File: src/rtl/dma_slot_arbiter.sv
module dma_slot_arbiter #(
  parameter int N_AUD = 4,
  parameter int N_SPR = 8,
  parameter int LINE_SHORT = 227,
  parameter int ALLOC = 226,
  parameter int N_REF = 4,
  parameter int N_DSK = 3,
  parameter int N_BPL = 80
) (
  input  logic                     clk,
  input  logic                     rst,
  input  logic                     req_disk,
  input  logic [N_AUD-1:0]         req_aud,
  input  logic [N_SPR-1:0]         req_spr,
  input  logic                     req_bpl,
  input  logic                     req_cop,
  input  logic                     req_blt,
  input  logic                     req_cpu,
  input  logic                     wide_mode,
  input  logic                     bpl_window,
  output logic [$clog2(LINE_SHORT+1)-1:0] hpos,
  output logic [N_AUD+N_SPR+5:0]   grant
);
  localparam int PW  = $clog2(LINE_SHORT+1);
  localparam int GW  = N_AUD + N_SPR + 6;
  localparam int AW  = (N_AUD > 1) ? $clog2(N_AUD) : 1;
  localparam int SW  = (N_SPR > 1) ? $clog2(N_SPR) : 1;
  localparam int G_DSK = 1;
  localparam int G_AUD = 2;
  localparam int G_SPR = G_AUD + N_AUD;
  localparam int G_BPL = G_SPR + N_SPR;
  localparam int G_COP = G_BPL + 1;
  localparam int G_BLT = G_BPL + 2;
  localparam int G_CPU = G_BPL + 3;
  localparam logic [PW-1:0] P_REF  = PW'(2);
  localparam logic [PW-1:0] P_DSK  = P_REF + PW'(2*N_REF);
  localparam logic [PW-1:0] P_AUD  = P_DSK + PW'(2*N_DSK);
  localparam logic [PW-1:0] P_SPR  = P_AUD + PW'(2*N_AUD);
  localparam logic [PW-1:0] P_BPL  = P_SPR + PW'(4*N_SPR);
  localparam logic [PW-1:0] P_END  = P_BPL + PW'(2*N_BPL);
  localparam logic [PW-1:0] P_ALLOC = PW'(ALLOC);
  localparam logic [PW-1:0] P_LAST_S = PW'(LINE_SHORT-1);
  localparam logic [PW-1:0] P_LAST_L = PW'(LINE_SHORT);

  logic          long_line;
  logic [GW-1:0] nxt;
  logic          even, at_ref, at_dsk, at_aud, at_spr, at_bpl;
  logic [PW-1:0] off_aud, off_spr;
  logic [PW-1:0] last;

  assign even    = ~hpos[0];
  assign at_ref  = even && hpos >= P_REF && hpos < P_DSK;
  assign at_dsk  = even && hpos >= P_DSK && hpos < P_AUD;
  assign at_aud  = even && hpos >= P_AUD && hpos < P_SPR;
  assign at_spr  = even && hpos >= P_SPR && hpos < P_BPL;
  assign at_bpl  = even && hpos >= P_BPL && hpos < P_END;
  assign off_aud = hpos - P_AUD;
  assign off_spr = hpos - P_SPR;
  assign last    = long_line ? P_LAST_L : P_LAST_S;

  always_comb begin
    nxt = '0;
    if (hpos >= P_ALLOC) begin
      nxt = '0;
    end else if (at_ref) begin
      nxt[0] = 1'b1;
    end else if (at_dsk && req_disk) begin
      nxt[G_DSK] = 1'b1;
    end else if (at_aud && req_aud[off_aud[1 +: AW]]) begin
      nxt[G_AUD + int'(off_aud[1 +: AW])] = 1'b1;
    end else if (at_spr && wide_mode && bpl_window && req_bpl) begin
      nxt[G_BPL] = 1'b1;
    end else if (at_spr && req_spr[off_spr[2 +: SW]]) begin
      nxt[G_SPR + int'(off_spr[2 +: SW])] = 1'b1;
    end else if (at_bpl && bpl_window && req_bpl) begin
      nxt[G_BPL] = 1'b1;
    end else if (req_cop) begin
      nxt[G_COP] = 1'b1;
    end else if (req_blt) begin
      nxt[G_BLT] = 1'b1;
    end else if (req_cpu) begin
      nxt[G_CPU] = 1'b1;
    end
  end

  always_ff @(posedge clk) begin
    if (rst) begin
      hpos      <= '0;
      long_line <= 1'b0;
      grant     <= '0;
    end else begin
      grant <= nxt;
      if (hpos == last) begin
        hpos      <= '0;
        long_line <= ~long_line;
      end else begin
        hpos <= hpos + PW'(1);
      end
    end
  end

  p_single_grant_r3: assert property (@(posedge clk) disable iff (rst)
    $onehot0(grant));

  p_tail_idle_r4: assert property (@(posedge clk) disable iff (rst)
    (hpos >= P_ALLOC) |=> (grant == '0));

  p_refresh_fixed_r5: assert property (@(posedge clk) disable iff (rst)
    (~hpos[0] && hpos >= P_REF && hpos < P_DSK) |=> grant[0]);

  p_cpu_lowest_r10: assert property (@(posedge clk) disable iff (rst)
    (req_cop || req_blt) |=> !grant[G_CPU]);

  p_step_r2: assert property (@(posedge clk) disable iff (rst)
    (hpos < P_LAST_S) |=> (hpos == $past(hpos) + PW'(1)));
endmodule

File: config.mk
export PLATFORM = sky130hd
export DESIGN_NAME = dma_slot_arbiter
export DESIGN_NICKNAME = d
export VERILOG_FILES = /design/src/rtl/dma_slot_arbiter.sv
export SDC_FILE = /design/constraint.sdc
export NUM_CORES = 1
export LEC_CHECK = 0
export ABC_AREA = 1
export CORE_MARGIN = 10
export CORE_UTILIZATION = 40
export CTS_CLUSTER_DIAMETER = 50
export DETAILED_ROUTE_END_ITERATION = 16
export DONT_BUFFER_PORTS = 1
export SYNTH_ARGS = -nofsm -noshare
export SYNTH_HDL_FRONTEND = slang
export SYNTH_SLANG_ARGS = --single-unit
File: constraint.sdc
create_clock -name clk -period 2.09 [get_ports clk]
set_input_delay 0.418 -clock clk [delete_from_list [all_inputs] [get_ports clk]]
set_output_delay 0.418 -clock clk [all_outputs]
set_load 0.005 [all_outputs]
## Word-level counts from Yosys, hierarchy flattened

Cells that the tools add are included.

- Add/subtract/negate cells: 5
- $mul: 0
- Divide/modulo/power cells: 0
- $lt $le $gt $ge: 17
- Equality and inequality tests: 1
- Shift-type cells: 0
- Mux-type cells: 25
- Bitwise gates (word level): 2
- Reductions and logical operators: 24

Operator list:

| cell | number |
|---|---|
| $mux 14 | 2 |
| $logic_and 1x1->1 | 20 |
| $mux 18 | 1 |
| $ge 8x5->1 const B | 2 |
| $lt 8x5->1 const B | 2 |
| $mux 1 | 14 |
| $demux 1 s5 | 2 |
| $add 8x1->8 const B | 1 |
| $eq 8x8->1 | 1 |
| $ge 8x2->1 const B | 1 |
| $ge 8x4->1 const B | 1 |
| $ge 8x6->1 const B | 1 |
| $ge 8x8->1 const B | 1 |
| $lt 8x4->1 const B | 1 |
| $lt 8x6->1 const B | 1 |
| $lt 8x8->1 const B | 1 |
| $lt 3x6->1 const B | 1 |
| $lt 4x6->1 const B | 1 |
| $mux 3 | 2 |
| $sub 5x5->5 const B | 1 |
| $add 3x3->4 const A | 1 |
| $ge 4x1->1 const B | 1 |
| $lt 3x4->1 const B | 1 |
| $mux 4 | 1 |
| other kinds (11) | 13 |

- Register bits after elaboration: 27
- Latch bits: 0
- Memory bits (writable): 0
- Memory bits (read-only): 0
- Input bits: 21
- Output and inout port bits: 26
- Word-level logic and storage cells: 79
- Memories: 0

## Depth between registers and ports, before layout

- Word-level depth: 11
- Gate-level depth with buffers: 11
- Gate-level depth less buffers: 11

## Least setup slack after synthesis

No wires, ideal clock.

- Path type: reg-to-reg
- Start point: reg hpos[4]
- End point: reg grant[0]
- Setup time: 0.070 ns
- Arrival time: 1.651 ns
- Data required time: 2.020 ns
- Path slack: 0.369 ns
- Stages on the path, launching flop included: 9
- Path buffers: 0
- Clock period less this slack: 1.721 ns
- Cells stage by stage: dfxtp_1 inv_1 ha_1 xor2_1 nor2_1 nand2_1 nor2_1 nand3_1 a21oi_1

- Longest elaborated chain between the ends: 11
- Elaborated cells between the ends (all ways): 38
- Those cells by class: 2 x add/sub; 11 x order compare; 9 x mux; 16 x reduce/logical

Ends and longest elaborated chain:

| item | line | source |
|---|---|---|
| from (decl) | 21 | `output logic [$clog2(LINE_SHORT+1)-1:0] hpos,` |
| from (signal assigned) | 97 | `hpos <= hpos + PW'(1);` |
| $sub 5x5->5 | 58 | `assign off_spr = hpos - P_SPR;` |
| $add 3x3->4 | 74 | `nxt[G_SPR + int'(off_spr[2 +: SW])] = 1'b1;` |
| $lt 4x6->1 (implied by the code) or $ge 4x1->1 (tied branches) | 74 |  |
| $logic_and 1x1->1 (implied by the code) | 74 |  |
| $mux 1 (implied by the code) | 74 |  |
| $demux 1 s5 | 74 |  |
| $mux 14 | 73 | `end else if (at_spr && req_spr[off_spr[2 +: SW]]) begin` |
| $mux 14 | 71 | `end else if (at_spr && wide_mode && bpl_window && req_bpl) begin` |
| $mux 18 | 69 | `end else if (at_aud && req_aud[off_aud[1 +: AW]]) begin` |
| $mux 1 | 67 | `end else if (at_dsk && req_disk) begin` |
| $mux 1 | 65 | `end else if (at_ref) begin` |
| to (signal assigned) | 92 | `grant <= nxt;` |
| to (decl) | 22 | `output logic [N_AUD+N_SPR+5:0] grant` |

Parallel ways exist; a longest one is shown, timed or not. The select of a mux whose other input is x is not followed.
A chain may end at the register's enable or synchronous reset.

## Worst setup path after layout

- Start point: reg hpos[3]
- End point: reg grant[0]

Same word-level chain as after synthesis.

==> summary.txt <==
Run status
  – Status: finished clean

STA
  – Fmax achieved: 571 MHz
  – Fin crit period: 1.75 ns
  – Worst Clk Skew: 0.00715 ns
  – Max-slew violation count: 0
  – RSZ-0062 raised after global routing: no
  – Fin crit share: 0.839
  – Final setup vio count: 0
  – Worst-Margin Slew: 0.406 ns
  – Final Worst Setup Slack: 0.337 ns
  – Setup TNS: 0 ns
  – Relative slew slack: 0.729
  – Hold Vio Cnt, Final: 0

Clocking
  – CTS Buf Count: 3
  – TritonCTS clock tree: built
  – Post-CTS Setup Bufs: 0
  – Clock-pin slew on the worst setup and hold paths: 0.10 ns
  – PostCTS Resize Cnt: 0
  – CTS Buffer Depth: 2
  – CTS root buf: clkbuf_8
  – Worst-Skew Late Latency: 0.28 ns
  – Clk sinks: 27
  – H-tree Lvls: 1
  – Post-CTS Hold Buffers: 0

Place
  – Placed cell area: 0.00168 mm2
  – Post-DP HPWL: 3230 um
  – PortBufs: 0
  – Pre-CTS setup slack: 0.368 ns
  – Gpl congestion: 0.833

Floorplan
  – Die area: 0.00696 mm2
  – # rows: 23
  – Core area: 0.00394 mm2
  – Die Y-Extent: 83.5 um
  – Starting Density: 0.408
  – Die Wd: 83.5 um
  – I/O pins: 47

Detailed routing
  – Via/cell ratio: 4.85
  – 1st-iter DRT viols: 57
  – Antenna viol nets, final: 0
  – DRT Wirelength: 3870 um
  – Top sig layer: met4
  – Met2 Wirelength: 1860 um
  – Met1 Wirelength: 1600 um
  – Met3 wire len: 379 um
  – Per-cell routed wire length: 13.8 um
  – Via count: 1363
  – DRC: 0
  – First drt pass iteration count: 4

Setup path
  – Crit end category: flip-flop
  – Crit path max fanout: 6
  – Cells along the critical path: inv_1, ha_1, xor2_1, nor2_1, nand2_1, nor2_1, nand3_1, a21oi_1
  – CP max stage delay: 0.38 ns
  – Slowest CP cell: dfxtp_1
  – Crit path launch type: flip-flop
  – Setup CP Type: flip-flop to flip-flop
  – CP Data Arrival Time: 1.97 ns
  – Critical path's most frequent cell: nor2_1
  – Worst endpoint required time: 2.31 ns
  – Worst reg-to-reg path cell count: 8

Power
  – Peak supply drop: 269 uV
  – Power per Cell Area: 543 mW/mm2
  – Switching Power: 0.000248 W
  – Int Power: 0.000693 W
  – Gate power share: 0.106
  – Leakage: 0.758 nW
  – Clock power share: 0.321
  – Flop pwr share: 0.573
  – Sw frac: 0.264

Logic synthesis
  – Post-synth top area cell: dfxtp_1
  – Cell variety after synth: 32
  – Netlist Area Pre-Place: 0.00161 mm2
  – Top post-synthesis cells by area: dfxtp_1 34%, nand2_1 13%, nor2_1 7.5%
  – Avg Inst Size Synth: 7.16 um2
  – FF+latch count, synth: 27
  – Sequential-to-total area share from yosys stat: 0.336
  – Mapped Cells: 225
  – Yosys warns: 0
  – Post-synth net total: 251
  – Top cell type's share of synthesized area: 0.336

GRT
  – Global-route wire length before repair: 6440 um
  – Initial antenna violation count: 0
  – Largest net degree at the start of global routing: 17
  – Vias in the first global route: 1397
  – Total Routing Usage GR: 0.108
  – Grt ovf: 0

Layout
  – Final core occ: 0.440
  – Share of cells above drive strength 1: 0.195
  – Area delta synth->final: 7.61%
  – Antenna diodes: 0
  – Nets: 258
  – Design area: 0.00173 mm2
  – Filler cells: 427

Worst hold path
  – Tightest Hold Check Type: input pin to flip-flop
  – Worst Hold Path Cells: 1

Run
  – Max Cap Viol: 0
==> final timing paths <==
check	start	endpoint	slack, ns
max reg2reg	hpos[3]$_SDFF_PP0_	grant[0]$_SDFF_PP0_	0.34
max	hpos[3]$_SDFF_PP0_	grant[0]$_SDFF_PP0_	0.34
min	rst	long_line$_SDFFE_PP0P_	0.19
min reg2reg	long_line$_SDFFE_PP0P_	long_line$_SDFFE_PP0P_	0.54
==> metal layers <==
layer	global-route usage	vias up
li1	-	723
met1	0.112	600
met2	0.195	36
met3	0.0547	4
met4	0.0183	0
met5	0	-
==> power groups by stage <==
| stage | Combinational [W] | Sequential (W) | Clock [W] |
|---|---|---|---|
| after global routing | 0.000114 | 0.000542 | 0.000331 |
| after floorplan | 0.0000845 | 0.000546 | 0 |
| after detailed placement | 0.000101 | 0.000552 | 0 |
| final | 0.0000998 | 0.000539 | 0.000302 |
| after CTS | 0.000101 | 0.000540 | 0.000313 |
| after global placement | 0.000100 | 0.000552 | 0 |
==> synthesized netlist by cell type (all sizes together) <==
| cell | instances |
|---|---|
| a31oi | 1 |
| o21ai | 4 |
| clkinv | 2 |
| a21oi | 12 |
| inv | 30 |
| dfxtp | 27 |
| buf | 2 |
| ha | 5 |
| nand3 | 20 |
| and3 | 1 |
| xor2 | 3 |
| nor2 | 41 |
| nand2 | 63 |
| nor3 | 2 |
| xnor2 | 1 |
| or2 | 2 |
| a2111oi | 1 |
| nand4 | 6 |
| nor3b | 1 |
| a211oi | 1 |
==> worst max-delay path, delay by kind of cell (launching register included) <==
| kind | cells | cell delay, ns |
|---|---|---|
| compound gates | 1 | 0.13 |
| xor+xnor | 1 | 0.18 |
| fa+ha+maj | 1 | 0.37 |
| buf+inv | 1 | 0.13 |
| flops | 1 | 0.38 |
| simple gates | 4 | 0.49 |
==> cell usage in the layout (no fill, tap or decap), drive strengths merged, types with 2 or more instances in the layout <==
cell | netlist | final
nand4 | 6 | 6
clkinv | 2 | 2
ha | 5 | 5
nand2 | 63 | 63
nand3 | 20 | 20
a21oi | 12 | 12
xor2 | 3 | 3
nor3 | 2 | 2
buf | 2 | 4
inv | 30 | 30
dfxtp | 27 | 27
or2 | 2 | 2
o21ai | 4 | 4
clkbuf | 0 | 3
nor2 | 41 | 41
==> metrics by stage <==
step | power [W] | hold WS (ns) | instances
final | 0.000941 | 0.193 | 281
after global routing | 0.000988 | 0.178 | 281
after CTS | 0.000954 | 0.190 | 281
after detailed placement | 0.000652 | 0.494 | 277
after global placement | 0.000652 | 0.492 | 277
after floorplan | 0.000631 | 0.489 | 225
==> flip-flops by register name (all words and copies together) (netlist names) <==
name       flops
hpos           8
long_line      1
grant         18
==> final cells by class <==
| class | count | area (um2) | area share |
|---|---|---|---|
| clock buffer | 3 | 41.3 | 0.0238 |
| sequential | 27 | 541 | 0.312 |
| clock inverter | 1 | 7.51 | 0.00433 |
| inverter | 32 | 120 | 0.0693 |
| tap | 50 | 62.6 | 0.0361 |
| multi-input combinational | 164 | 931 | 0.537 |
| timing repair buffer | 4 | 30.0 | 0.0173 |
==> logic make-up (layout without fill, tap and decap cells) <==
logic type | after synthesis | count (layout) | share of synthesized area
compound gates | 19 | 19 | 0.0816
xor+xnor | 4 | 4 | 0.0218
fa+ha+maj | 5 | 5 | 0.0389
buf+inv | 34 | 40 | 0.0862
flops | 27 | 27 | 0.336
simple gates | 136 | 136 | 0.436
(Power assumes the default switching activity.)
